File: src/rtl/mbist_pkg.sv
package mbist_pkg;

    localparam int             LFSR_W    = 16;
    localparam logic [LFSR_W-1:0] LFSR_SEED = 16'hACE1;

    typedef enum logic [1:0] {
        BG_ZERO = 2'd0,
        BG_ONES = 2'd1,
        BG_ALT  = 2'd2,
        BG_RAND = 2'd3
    } bg_e;

    typedef enum logic [1:0] {
        ST_IDLE  = 2'd0,
        ST_WRITE = 2'd1,
        ST_READ  = 2'd2
    } st_e;

    function automatic logic [LFSR_W-1:0] lfsr_next(input logic [LFSR_W-1:0] s);
        return {s[LFSR_W-2:0], s[15] ^ s[13] ^ s[12] ^ s[10]};
    endfunction

    function automatic logic bg_bit(input bg_e bg, input logic alt_val,
                                    input logic rnd_val);
        logic b;
        case (bg)
            BG_ZERO: b = 1'b0;
            BG_ONES: b = 1'b1;
            BG_ALT:  b = alt_val;
            default: b = rnd_val;
        endcase
        return b;
    endfunction

endpackage

File: src/rtl/mbist_addr_gen.sv
module mbist_addr_gen #(
    parameter int ROW_BITS = 4,
    parameter int COL_BITS = 4
) (
    input  logic                         clk,
    input  logic                         rst,
    input  logic                         clear,
    input  logic                         step,
    output logic [ROW_BITS+COL_BITS-1:0] addr,
    output logic                         last
);
    localparam logic [ROW_BITS-1:0] ROW_MAX = {ROW_BITS{1'b1}};
    localparam logic [COL_BITS-1:0] COL_MAX = {COL_BITS{1'b1}};

    logic [ROW_BITS-1:0] row_q;
    logic [COL_BITS-1:0] col_q;
    logic                col_wrap;

    assign col_wrap = (col_q == COL_MAX);
    assign last     = col_wrap && (row_q == ROW_MAX);
    assign addr     = {row_q, col_q};

    always_ff @(posedge clk) begin
        if (rst || clear) begin
            row_q <= '0;
            col_q <= '0;
        end else if (step) begin
            if (col_wrap) begin
                col_q <= '0;
                row_q <= row_q + 1'b1;
            end else begin
                col_q <= col_q + 1'b1;
            end
        end
    end
endmodule

File: src/rtl/mbist_pattern_gen.sv
module mbist_pattern_gen
    import mbist_pkg::*;
#(
    parameter int DATA_W = 16
) (
    input  logic              clk,
    input  logic              rst,
    input  logic              reseed,
    input  logic              step,
    input  bg_e               bg,
    output logic [DATA_W-1:0] word
);
    logic [LFSR_W-1:0] lfsr_q;

    always_ff @(posedge clk) begin
        if (rst || reseed) begin
            lfsr_q <= LFSR_SEED;
        end else if (step) begin
            lfsr_q <= lfsr_next(lfsr_q);
        end
    end

    for (genvar i = 0; i < DATA_W; i++) begin : g_bit
        localparam int   LB  = i % LFSR_W;
        localparam logic ALT = ((i % 2) == 0);
        assign word[i] = bg_bit(bg, ALT, lfsr_q[LB]);
    end
endmodule

File: src/rtl/mbist_ctrl.sv
module mbist_ctrl
    import mbist_pkg::*;
(
    input  logic clk,
    input  logic rst,
    input  logic start,
    input  logic cmp_busy,
    input  logic last,
    output logic start_ok,
    output logic wr,
    output logic rd,
    output logic phase_end,
    output logic final_rd,
    output bg_e  bg
);
    st_e st_q;
    bg_e bg_q;

    assign bg        = bg_q;
    assign start_ok  = start && (st_q == ST_IDLE) && !cmp_busy;
    assign wr        = (st_q == ST_WRITE);
    assign rd        = (st_q == ST_READ);
    assign phase_end = (wr || rd) && last;
    assign final_rd  = rd && last && (bg_q == BG_RAND);

    always_ff @(posedge clk) begin
        if (rst) begin
            st_q <= ST_IDLE;
            bg_q <= BG_ZERO;
        end else begin
            case (st_q)
                ST_IDLE: begin
                    if (start_ok) begin
                        st_q <= ST_WRITE;
                        bg_q <= BG_ZERO;
                    end
                end
                ST_WRITE: begin
                    if (last) st_q <= ST_READ;
                end
                ST_READ: begin
                    if (last) begin
                        if (bg_q == BG_RAND) begin
                            st_q <= ST_IDLE;
                        end else begin
                            st_q <= ST_WRITE;
                            bg_q <= bg_e'(bg_q + 2'd1);
                        end
                    end
                end
                default: st_q <= ST_IDLE;
            endcase
        end
    end
endmodule

File: src/rtl/mbist_compare.sv
module mbist_compare #(
    parameter int AW = 8,
    parameter int DW = 16
) (
    input  logic          clk,
    input  logic          rst,
    input  logic          clear,
    input  logic          issue,
    input  logic          issue_last,
    input  logic [AW-1:0] issue_addr,
    input  logic [DW-1:0] issue_exp,
    input  logic [DW-1:0] rdata,
    output logic          busy,
    output logic          done,
    output logic          fail,
    output logic [AW-1:0] fail_addr,
    output logic [DW-1:0] fail_exp,
    output logic [DW-1:0] fail_obs
);
    logic          vld_q;
    logic          last_q;
    logic [AW-1:0] addr_q;
    logic [DW-1:0] exp_q;
    logic          mismatch;

    assign busy     = vld_q;
    assign mismatch = vld_q && (rdata != exp_q);

    always_ff @(posedge clk) begin
        if (rst) begin
            vld_q  <= 1'b0;
            last_q <= 1'b0;
            addr_q <= '0;
            exp_q  <= '0;
            done   <= 1'b0;
        end else begin
            vld_q  <= issue;
            last_q <= issue && issue_last;
            addr_q <= issue_addr;
            exp_q  <= issue_exp;
            done   <= vld_q && last_q;
        end
    end

    always_ff @(posedge clk) begin
        if (rst || clear) begin
            fail      <= 1'b0;
            fail_addr <= '0;
            fail_exp  <= '0;
            fail_obs  <= '0;
        end else if (mismatch && !fail) begin
            fail      <= 1'b1;
            fail_addr <= addr_q;
            fail_exp  <= exp_q;
            fail_obs  <= rdata;
        end
    end
endmodule

File: src/rtl/mbist_seq.sv
module mbist_seq
    import mbist_pkg::*;
#(
    parameter int ROW_BITS = 4,
    parameter int COL_BITS = 4,
    parameter int DATA_W   = 16
) (
    input  logic                         clk,
    input  logic                         rst,
    input  logic                         start,
    output logic [ROW_BITS+COL_BITS-1:0] mem_addr,
    output logic [DATA_W-1:0]            mem_wdata,
    output logic                         mem_we,
    output logic                         mem_re,
    input  logic [DATA_W-1:0]            mem_rdata,
    output logic                         done,
    output logic                         fail,
    output logic [ROW_BITS+COL_BITS-1:0] fail_addr,
    output logic [DATA_W-1:0]            fail_exp,
    output logic [DATA_W-1:0]            fail_obs
);
    localparam int AW = ROW_BITS + COL_BITS;

    logic          start_ok;
    logic          wr;
    logic          rd;
    logic          phase_end;
    logic          final_rd;
    logic          last;
    logic          cmp_busy;
    bg_e           bg;
    logic [DATA_W-1:0] word;
    logic [AW-1:0]     addr;

    mbist_ctrl u_ctrl (
        .clk       (clk),
        .rst       (rst),
        .start     (start),
        .cmp_busy  (cmp_busy),
        .last      (last),
        .start_ok  (start_ok),
        .wr        (wr),
        .rd        (rd),
        .phase_end (phase_end),
        .final_rd  (final_rd),
        .bg        (bg)
    );

    mbist_addr_gen #(
        .ROW_BITS (ROW_BITS),
        .COL_BITS (COL_BITS)
    ) u_addr (
        .clk   (clk),
        .rst   (rst),
        .clear (start_ok),
        .step  (wr || rd),
        .addr  (addr),
        .last  (last)
    );

    mbist_pattern_gen #(
        .DATA_W (DATA_W)
    ) u_pat (
        .clk    (clk),
        .rst    (rst),
        .reseed (start_ok || phase_end),
        .step   (wr || rd),
        .bg     (bg),
        .word   (word)
    );

    mbist_compare #(
        .AW (AW),
        .DW (DATA_W)
    ) u_cmp (
        .clk        (clk),
        .rst        (rst),
        .clear      (start_ok),
        .issue      (rd),
        .issue_last (final_rd),
        .issue_addr (addr),
        .issue_exp  (word),
        .rdata      (mem_rdata),
        .busy       (cmp_busy),
        .done       (done),
        .fail       (fail),
        .fail_addr  (fail_addr),
        .fail_exp   (fail_exp),
        .fail_obs   (fail_obs)
    );

    assign mem_addr  = addr;
    assign mem_wdata = word;
    assign mem_we    = wr;
    assign mem_re    = rd;
endmodule

File: config.mk
export PLATFORM = sky130hd
export DESIGN_NAME = mbist_seq
export DESIGN_NICKNAME = d
export VERILOG_FILES = /design/src/rtl/mbist_pkg.sv /design/src/rtl/mbist_addr_gen.sv /design/src/rtl/mbist_pattern_gen.sv /design/src/rtl/mbist_ctrl.sv /design/src/rtl/mbist_compare.sv /design/src/rtl/mbist_seq.sv
export SDC_FILE = /design/constraint.sdc
export NUM_CORES = 1
export LEC_CHECK = 0
export ABC_AREA = 0
export ABC_CLOCK_PERIOD_IN_PS = 2100
export BUFFER_PORTS_ARGS = -buffer_cell sky130_fd_sc_hd__buf_2
export CAP_MARGIN = 0
export CORE_UTILIZATION = 35
export DETAILED_ROUTE_END_ITERATION = 8
export PLACE_DENSITY_LB_ADDON = 0.25
export SLEW_MARGIN = 20
export SYNTH_ARGS = -nofsm -noshare
export SYNTH_HDL_FRONTEND = slang
export SYNTH_SLANG_ARGS = --single-unit
File: constraint.sdc
create_clock -name clk -period 2.1 [get_ports clk]
set_input_delay 0.315 -clock clk [delete_from_list [all_inputs] [get_ports clk]]
set_output_delay 0.315 -clock clk [all_outputs]
set_load 0.02 [all_outputs]
==> results of run 1 <==
## path summary, 6_finish.rpt
check | cells after the start | from | slack, ns | endpoint
worst max-delay path | 6 | u_ctrl.bg[1]$_SDFFE_PP0P_ | 0.1 | mem_wdata[12]
worst min-delay path | 3 | mem_rdata[7] | 0.22 | u_cmp.fail_obs[7]$_SDFFE_PP0P_
worst max register to register | 6 | u_cmp.exp_q[6]$_SDFF_PP0_ | 0.29 | u_cmp.fail_exp[6]$_SDFFE_PP0P_
worst min register to register | 2 | u_cmp.addr_q[2]$_SDFF_PP0_ | 0.45 | u_cmp.fail_addr[2]$_SDFFE_PP0P_
## Yosys cell counts, types with 2 or more instances
| master | count | area, um2 |
|---|---|---|
| dfxtp_1 | 96 | 1920 |
| nand4_1 | 6 | 37.5 |
| buf_6 | 4 | 45.0 |
| nor2_1 | 21 | 78.8 |
| nand2b_1 | 3 | 18.8 |
| nand2_1 | 112 | 420 |
| mux2i_1 | 56 | 561 |
| xnor2_1 | 20 | 175 |
| o21ai_0 | 6 | 30.0 |
| o211ai_1 | 3 | 22.5 |
| inv_1 | 15 | 56.3 |
| buf_2 | 3 | 15.0 |
| nor2b_1 | 18 | 113 |
| a21oi_1 | 21 | 105 |
| xor2_1 | 4 | 35.0 |
| nor3_1 | 2 | 10.0 |
| clkbuf_1 | 17 | 63.8 |
| ha_1 | 8 | 100 |
## power groups by stage
stage | clock (mW) | sequential [mW] | combinational [mW]
final | 1.21 | 1.88 | 0.307
after global routing | 1.33 | 1.88 | 0.345
after CTS | 1.24 | 1.88 | 0.311
after detailed placement | 0 | 1.92 | 0.309
after global placement | 0 | 1.92 | 0.304
after floorplan | 0 | 1.92 | 0.226
## state kept, by name (all words and copies together), names as in the netlist
signal,cells
u_cmp.addr_q,8
u_cmp.exp_q,16
u_cmp.last_q,1
u_cmp.fail_exp,16
u_cmp.done,1
u_pat.lfsr_q,16
u_addr.col_q,4
u_addr.row_q,4
u_cmp.fail_addr,8
u_cmp.fail_obs,16
u_cmp.fail,1
u_ctrl.bg,2
u_cmp.busy,1
u_ctrl.st_q,2
## per-layer routing
| layer | global-route usage, % | part of all wire (%) |
|---|---|---|
| met4 | 5.58 | 1.2 |
| met2 | 25.1 | 46 |
| met3 | 3.45 | 4.2 |
| met5 | 0 | 0 |
| met1 | 20.9 | 49 |
## layout make-up
type / instances / area (um2) / area share, %
Inverter: 15 / 56.3 / 1.19
Multi-Input combinational cell: 293 / 1850 / 39.1
Tap cell: 140 / 175 / 3.69
Clock inverter: 5 / 56.3 / 1.19
Timing Repair Buffer: 95 / 536 / 11.3
Sequential cell: 96 / 1920 / 40.6
Clock buffer: 11 / 141 / 2.98
## cell families after synthesis
group	Yosys count	synth area share, %
AO/OA/AOI/OAI	36	5.47
flip-flops	96	49.1
multiplexers	56	14.3
adder cells (fa/ha/maj)	8	2.56
AND/OR/NAND/NOR	169	18.5
XOR/XNOR	24	5.37
buffers and inverters	40	4.70
## worst max-delay path, cell delays in order, from the launching register on
cell     delay (ns)
dfxtp_2        0.34
inv_1          0.04
ha_1           0.27
nor2b_1        0.13
buf_4          0.18
a21oi_2        0.17
buf_2          0.19
## what timing repair did
| action | in CTS | in global routing |
|---|---|---|
| cloned | 0 | 0 |
| gates resized for setup | 0 | 15 |
| pin swaps | 0 | 0 |
| endpoints found under the setup margin | 2 | 15 |
## through the flow
step	cells	area, um2
floorplan	429	3920
global placement	639	4500
detailed placement	639	4500
CTS	655	4700
global route	655	4740
finish	655	4740
==> qor.csv, run 1 <==
stage,metric,value,unit
timing,hold-worst-slack,0.219,ns
timing,worstMarginPinSlew,0.460,ns
route,vias,3016,
timing,fmax,499,MHz
finish,nets,537,
placement,hpwl,6500,um
finish,area_growth_syn_to_layout,21.1,%
synth,synth_seq_area_share,49.1,%
setup_path,critical_path.endpoint_type,output pin,
power_and_ir_drop,power_density,716,mW/mm2
setup_path,start_kind,flop,
route,detail-route-antenna-nets,0,
route,dr.pass1.iters,4,
clocking,cts.sinks,96,
placement,numPortBuffers,86,
floorplan,core-area,0.0109,mm2
route,drcViolationCount,0,
setup_path,critPathMaxFanout,8,
clocking,root_buffer,clkbuf_8,
timing,slew_headroom,69.0,%
synth,syn_nets,456,
power_and_ir_drop,clockPowerShare,35.7,%
clocking,cts_tree,done,
finish,diodes,0,
power_and_ir_drop,finalPower,3.40,mW
clocking,clk_latency,0.36,ns
floorplan,num_rows,38,
clocking,cts_made_buffers,9,
global_route,grt_max_degree,82,
floorplan,chipHeight,108,um
clocking,cts.path.max_buffers,2,
outcome,status,completed,
finish,final_common_cell,nand2_1,
clocking,cts_setup_buffers,0,
setup_path,worstSetupPathType,flop to output pin,
global_route,grt_pass1_vias,2855,
power_and_ir_drop,vdd_drop_max,0.252,mV
global_route,grt_usage,15.8,%
finish,fin_util,43.6,%
route,wire_per_inst,13.3,um
floorplan,die_x,108,um
route,vias_per_cell,4.60,
timing,setup_violations,0,
power_and_ir_drop,switching_power,844,uW
global_route,grt-ovfl-total,0,
floorplan,io_pins,87,
synth,synth_cell_types,32,
synth,synth_area,0.00392,mm2
floorplan,dieArea,0.0116,mm2
global_route,antenna_found_initial,0,
clocking,ctsHoldBuffers,0,
route,first_iter_violations,98,
power_and_ir_drop,sw_frac_of_total,24.8,%
timing,period_needed,2.00,ns
synth,ys_warn_count,0,
power_and_ir_drop,power_frac_comb,9.1,%
placement,pre_cts_slack,0.148,ns
route,wl,8730,um
clocking,htreeDepth,3,
setup_path,arrival,1.69,ns
power_and_ir_drop,p_int,2.55,mW
timing,drv_slew,0,
synth,syn-instance-count,429,
finish,mostFrequentLayoutCells,"112 x nand2_1, 95 x dfxtp_1, 81 x buf_2",
synth,async_reset_ff_share,0,%
setup_path,required,1.78,ns
timing,rsz0062_at_grt,true,
timing,skew,0.00886,ns
timing,period_share,95.4,%
synth,syn_area_per_cell,9.13,um2
job,max_cap_violations,0,
clocking,clk_pin_slew,0.09,ns
timing,finalSetupTns,0,ns
synth,synth_enable_flop_cells,0,
timing,finalHoldViolCount,0,
synth,synth_seq_cells,96,
global_route,grt_pass1_wl,14100,um
hold_path,hp-class,input pin to flop,
floorplan,start_util,36.0,%
power_and_ir_drop,leakage,1.96,nW
power_and_ir_drop,power.share.sequential,55.2,%
finish,fillCellCount,1103,
timing,setup_ws,0.0957,ns
synth,synth_ff_type,dfxtp_1,
finish,drive_above_1_share,24.3,%
placement,gp_congestion,0.788,
Power figures use the tool's default switching activity.
==> run 2, diff against run 1 <==
SETUP_SLACK_MARGIN = 0.4   (was unset)
==> run 2 against run 1 <==
Wire length is 12% higher. Via count is 4.9% higher. Die area stayed put. Clock skew is 0.00064 ns higher. First-iteration DRC count is 1.0% lower. Largest power group unchanged.
==> qor.csv, run 2 (synthesized netlist as in run 1, its figures left out) <==
stage,metric,value,unit,change
outcome,status,completed,,
global_route,grt-ovfl-total,0,,unchanged
floorplan,chipHeight,108,um,unchanged
timing,period_needed,1.86,ns,-0.149 ns
clocking,cts.path.max_buffers,2,,unchanged
setup_path,required,1.78,ns,about the same
timing,period_share,88.3,%,-7.1 points
clocking,clk_latency,0.36,ns,about the same
floorplan,die_x,108,um,unchanged
setup_path,worstSetupPathType,flop to output pin,,
route,detail-route-antenna-nets,0,,unchanged
global_route,grt_max_degree,41,,-50%
power_and_ir_drop,finalPower,3.44,mW,+1.2%
power_and_ir_drop,leakage,2.17,nW,+11%
finish,nets,558,,+3.9%
setup_path,start_kind,flop,,
timing,slew_headroom,73.0,%,+4.1 points
clocking,cts_made_buffers,9,,unchanged
placement,dpl-instance-area,0.00450,mm2,about the same
finish,mostFrequentLayoutCells,"110 x nand2_1, 85 x dfxtp_1, 77 x buf_2",,
setup_path,critical_path.endpoint_type,output pin,,
floorplan,core-area,0.0109,mm2,unchanged
floorplan,io_pins,87,,unchanged
timing,drv_slew,0,,unchanged
global_route,grt_pass1_vias,3042,,+6.5%
placement,numPortBuffers,86,,unchanged
timing,fmax,539,MHz,+8.0%
job,max_cap_violations,0,,unchanged
route,vias_per_cell,4.69,,+1.8%
clocking,cts.sinks,96,,unchanged
finish,final_area,0.00527,mm2,+11%
route,wl,9770,um,+12%
clocking,htreeDepth,3,,unchanged
finish,drive_above_1_share,32.0,%,+7.7 points
clocking,root_buffer,clkbuf_8,,
power_and_ir_drop,vdd_drop_max,0.363,mV,+44%
power_and_ir_drop,power_density,652,mW/mm2,-9.0%
clocking,clk_pin_slew,0.09,ns,about the same
timing,setup_violations,0,,unchanged
global_route,grt_usage,17.0,%,+1.2 points
route,drcViolationCount,0,,unchanged
route,vias,3164,,+4.9%
hold_path,hp-class,input pin to flop,,
timing,finalHoldViolCount,0,,unchanged
placement,gp_congestion,0.824,,+4.7%
global_route,antenna_found_initial,0,,unchanged
timing,worstMarginPinSlew,0.404,ns,-0.0560 ns
floorplan,num_rows,38,,unchanged
timing,setup_ws,0.245,ns,+0.149 ns
route,wire_per_inst,14.5,um,+8.6%
timing,hold-worst-slack,0.220,ns,+0.000199 ns
placement,pre_cts_slack,0.141,ns,-0.00744 ns
route,dr.pass1.iters,4,,unchanged
finish,diodes,0,,unchanged
route,first_iter_violations,97,,-1.0%
timing,finalSetupTns,0,ns,unchanged
global_route,grt_pass1_wl,15100,um,+7.0%
timing,rsz0062_at_grt,true,,
clocking,ctsHoldBuffers,0,,unchanged
placement,hpwl,6450,um,-0.89%
finish,area_growth_syn_to_layout,34.7,%,
floorplan,dieArea,0.0116,mm2,unchanged
setup_path,arrival,1.54,ns,-0.15 ns
clocking,cts_tree,done,,
finish,final_common_cell,nand2_1,,
floorplan,start_util,36.0,%,unchanged
setup_path,critPathMaxFanout,8,,unchanged
timing,skew,0.00951,ns,+0.000642 ns
## run 2: cell types whose count changed in the layout (fill, tap and decap cells not counted), moves of 3 or more
cell     previous run  this run
dfxtp_4             0         4
a21oi_2             8         0
buf_4              12        16
ha_1                8         5
dfxtp_1            95        85
xnor2_2             0         6
buf_6               0        14
buf_2              81        77
buf_16              0         3
dfxtp_2             1         7
a21oi_4             0         8
xnor2_1            20        14
## run 2: final cells by class
| cell class | instances | area, um2 |
|---|---|---|
| fillers | 1031 | 5610 |
| well taps | 140 | 175 |
| clock inverters | 3 | 42.5 |
| flip-flops and latches | 96 | 1950 |
| multi-input cells | 293 | 2030 |
| repair buffers | 116 | 876 |
| inverters | 15 | 56.3 |
| clock buffers | 12 | 145 |
## run 2: report_power, final
group,switching [mW],internal [mW]
registers,0.0277,1.84
clock network,0.611,0.576
logic,0.218,0.159
total,0.856,2.58
## run 2: per-layer routing
metal	vias to the layer above	track usage, %	routed length, um
met1	1477	21.7	4480
li1	1594	-	-
met2	76	27.7	4660
met3	17	3.39	438
met4	0	7.05	188
met5	-	0	0
## run 2: worst paths after layout
kind              cells past startpoint  slack [ns]                          from                              end
hold reg to reg                       2        0.45    u_cmp.addr_q[3]$_SDFF_PP0_  u_cmp.fail_addr[3]$_SDFFE_PP0P_
hold / removal                        3        0.22                  mem_rdata[8]   u_cmp.fail_obs[8]$_SDFFE_PP0P_
setup reg to reg                      6        0.37  u_addr.col_q[0]$_SDFFE_PP0P_        u_ctrl.bg[0]$_SDFFE_PP0P_
setup / recovery                      5        0.24     u_ctrl.bg[0]$_SDFFE_PP0P_                     mem_wdata[0]
## run 2: worst max-delay path, cell delays in order, from the launching register on
cell and delay (ns):
dfxtp_4 0.38, ha_4 0.24, nor2b_4 0.13, buf_12 0.15
a21oi_4 0.14, buf_6 0.14
## run 2: metrics by stage
step | std cells | utilization [%]
after floorplan | 429 | -
after global placement | 639 | 41.3
after detailed placement | 639 | 41.3
after CTS | 671 | 47.3
after global routing | 675 | 48.4
final | 675 | 48.4
## run 2: what timing repair did
action | 4_1_cts | 5_1_grt
pin swaps | 13 | 13
resized for setup | 62 | 26
setup buffers | 13 | 2
cloned | 4 | 2
setup endpoints to repair | 61 | 71
==> run 3, diff against run 2 <==
--- a/config.mk
+++ b/config.mk
@@ -11,4 +11,7 @@
 export CAP_MARGIN = 0
-export CORE_UTILIZATION = 35
+export CELL_PAD_IN_SITES_DETAIL_PLACEMENT = 2
+export CELL_PAD_IN_SITES_GLOBAL_PLACEMENT = 2
+export CORE_UTILIZATION = 32
 export DETAILED_ROUTE_END_ITERATION = 8
+export MAX_ROUTING_LAYER = met4
 export PLACE_DENSITY_LB_ADDON = 0.25
--- a/constraint.sdc
+++ b/constraint.sdc
@@ -3,2 +3,2 @@
 set_output_delay 0.315 -clock clk [all_outputs]
-set_load 0.02 [all_outputs]
+set_load 0.05 [all_outputs]
==> run 3 against run 2 <==
Die area increased by 9.2%. Global-route usage increased by 5.9 points. Setup slack got worse by 0.045 ns. Via count increased by 6.6%. Clock power increased by 35%. First-iteration DRC count increased by 51%. Power increased by 14%. Critical path type unchanged.
==> qor.csv, run 3 (synthesized netlist as in run 1, its figures left out) <==
stage,metric,value,unit,change
clocking,htreeDepth,3,,unchanged
setup_path,crit_top_cell,buf_12,,
finish,mostFrequentLayoutCells,"99 x nand2_1, 76 x dfxtp_1, 70 x buf_2",,
setup_path,worstSetupPathType,flop to output pin,,
route,drcViolationCount,0,,unchanged
clocking,clk_pin_slew,0.08,ns,about the same
timing,setup_ws,0.200,ns,-0.0455 ns
timing,period_share,90.5,%,+2.2 points
hold_path,hp-class,input pin to flop,,
finish,drive_above_1_share,38.8,%,+6.8 points
clocking,cts_tree,done,,
floorplan,start_util,32.7,%,-3.2 points
finish,final_common_cell,nand2_1,,
clocking,cts_made_buffers,9,,unchanged
finish,stdcell_count,686,,+1.6%
global_route,antenna_found_initial,0,,unchanged
finish,diodes,0,,unchanged
finish,fin_util,48.3,%,-0.17 points
job,max_cap_violations,0,,unchanged
placement,dpl-instance-area,0.00457,mm2,+1.6%
power_and_ir_drop,power_density,681,mW/mm2,+4.6%
placement,hpwl,8200,um,+27%
floorplan,num_rows,40,,+5.3%
finish,area_growth_syn_to_layout,47.5,%,
route,wl,14200,um,+45%
global_route,grt_usage,22.9,%,+5.9 points
finish,regArea,0.00196,mm2,+0.58%
global_route,grt_pass1_wl,21100,um,+40%
floorplan,io_pins,87,,unchanged
global_route,grt_max_degree,23,,-44%
route,vias,3373,,+6.6%
placement,gp_congestion,0.731,,-11%
route,dr.pass1.iters,4,,unchanged
setup_path,start_kind,flop,,
setup_path,arrival,1.59,ns,+0.05 ns
global_route,grt_pass1_vias,3636,,+20%
setup_path,cpMaxStageDelayCell,dfxtp_4,,
timing,period_needed,1.90,ns,+0.0455 ns
timing,hold-worst-slack,0.249,ns,+0.0295 ns
timing,finalSetupTns,0,ns,unchanged
timing,worstMarginPinSlew,0.394,ns,-0.0105 ns
timing,drv_slew,0,,unchanged
route,first_iter_violations,146,,+51%
setup_path,path_buf_inv,3,,+1
setup_path,required,1.78,ns,about the same
placement,numPortBuffers,86,,unchanged
clocking,cts.path.max_buffers,2,,unchanged
timing,skew,0.00988,ns,+0.000372 ns
floorplan,core-area,0.0120,mm2,+9.9%
finish,nets,561,,+0.54%
clocking,clk_latency,0.36,ns,about the same
route,detail-route-antenna-nets,0,,unchanged
timing,setup_violations,0,,unchanged
setup_path,critPathMaxFanout,7,,-1
outcome,status,completed,,
setup_path,cp_cell_sequence,ha_4 -> buf_12 -> nand2b_4 -> buf_12 -> nand2_4 -> buf_8,,
timing,finalHoldViolCount,0,,unchanged
finish,fillCellCount,1230,,+19%
timing,slew_headroom,73.5,%,+0.42 points
placement,dp.cells,645,,+0.94%
global_route,grt-ovfl-total,0,,unchanged
setup_path,path_delay_family,buffers and inverters,,
power_and_ir_drop,leakage,2.32,nW,+6.5%
clocking,ctsHoldBuffers,0,,unchanged
finish,final_area,0.00577,mm2,+9.5%
finish,multi_input_area,0.00220,mm2,+8.0%
timing,rsz0062_at_grt,true,,
power_and_ir_drop,finalPower,3.93,mW,+14%
route,vias_per_cell,4.92,,+4.9%
placement,pre_cts_slack,-0.0637,ns,-0.205 ns
floorplan,die_x,113,um,+4.5%
clocking,root_buffer,clkbuf_16,,
clocking,cts.sinks,96,,unchanged
floorplan,dieArea,0.0127,mm2,+9.2%
timing,fmax,526,MHz,-2.4%
route,wire_per_inst,20.7,um,+43%
power_and_ir_drop,vdd_drop_max,0.541,mV,+49%
setup_path,critical_path.endpoint_type,output pin,,
floorplan,chipHeight,113,um,+4.5%
setup_path,cp_slowest_stage_delay,0.38,ns,about the same
## run 3: changes by cell type in the layout (fill, tap and decap cells not counted), moves of 7 or more
cell and change:
nand2_1 -11, clkbuf_8 -9, dfxtp_1 -9, dfxtp_2 +9, buf_8 +8, clkbuf_16 +8
nand2_4 +8, buf_2 -7
## run 3: final timing paths
check,startpoint,to,slack (ns),cells after the start
max,u_ctrl.bg[0]$_SDFFE_PP0P_,mem_wdata[9],0.20,6
min reg2reg,u_cmp.fail_obs[10]$_SDFFE_PP0P_,u_cmp.fail_obs[10]$_SDFFE_PP0P_,0.46,2
min,mem_rdata[10],u_cmp.fail_obs[10]$_SDFFE_PP0P_,0.25,3
max reg2reg,u_cmp.exp_q[5]$_SDFF_PP0_,u_cmp.fail_exp[14]$_SDFFE_PP0P_,0.25,7
## run 3: tightest hold or removal path, delay by kind of cell
| family | cells | cell delay (ns) |
|---|---|---|
| multiplexers | 1 | 0.06 |
| buffers and inverters | 1 | 0.12 |
| AND/OR/NAND/NOR | 1 | 0.05 |
## run 3: routing by layer
layer	GRT usage (%)	vias to the layer above	wire length (um)
met5	-	-	0
met2	40.1	71	7410
met3	3.89	9	479
met1	26.7	1690	6140
met4	7.20	0	133
li1	-	1603	-
## run 3: cell type report
cell class              instances  share of cell area, %
multi-input cells             293                   38.0
well taps                     147                   3.19
repair buffers                119                   19.1
clock inverters                 6                  0.715
inverters                      15                  0.975
flip-flops and latches         96                   33.9
clock buffers                  10                   4.14
## run 3: timing repair
item                                    CTS  global route
gates resized for setup                 104            30
buffers inserted                         12             5
endpoints found under the setup margin   82            72
pin swaps                                19            15
gates cloned                              7             1
## run 3: power breakdown
group	switching (mW)	internal, mW
clock	0.766	0.841
sequential	0.0356	1.85
combinational	0.258	0.185
total	1.06	2.87
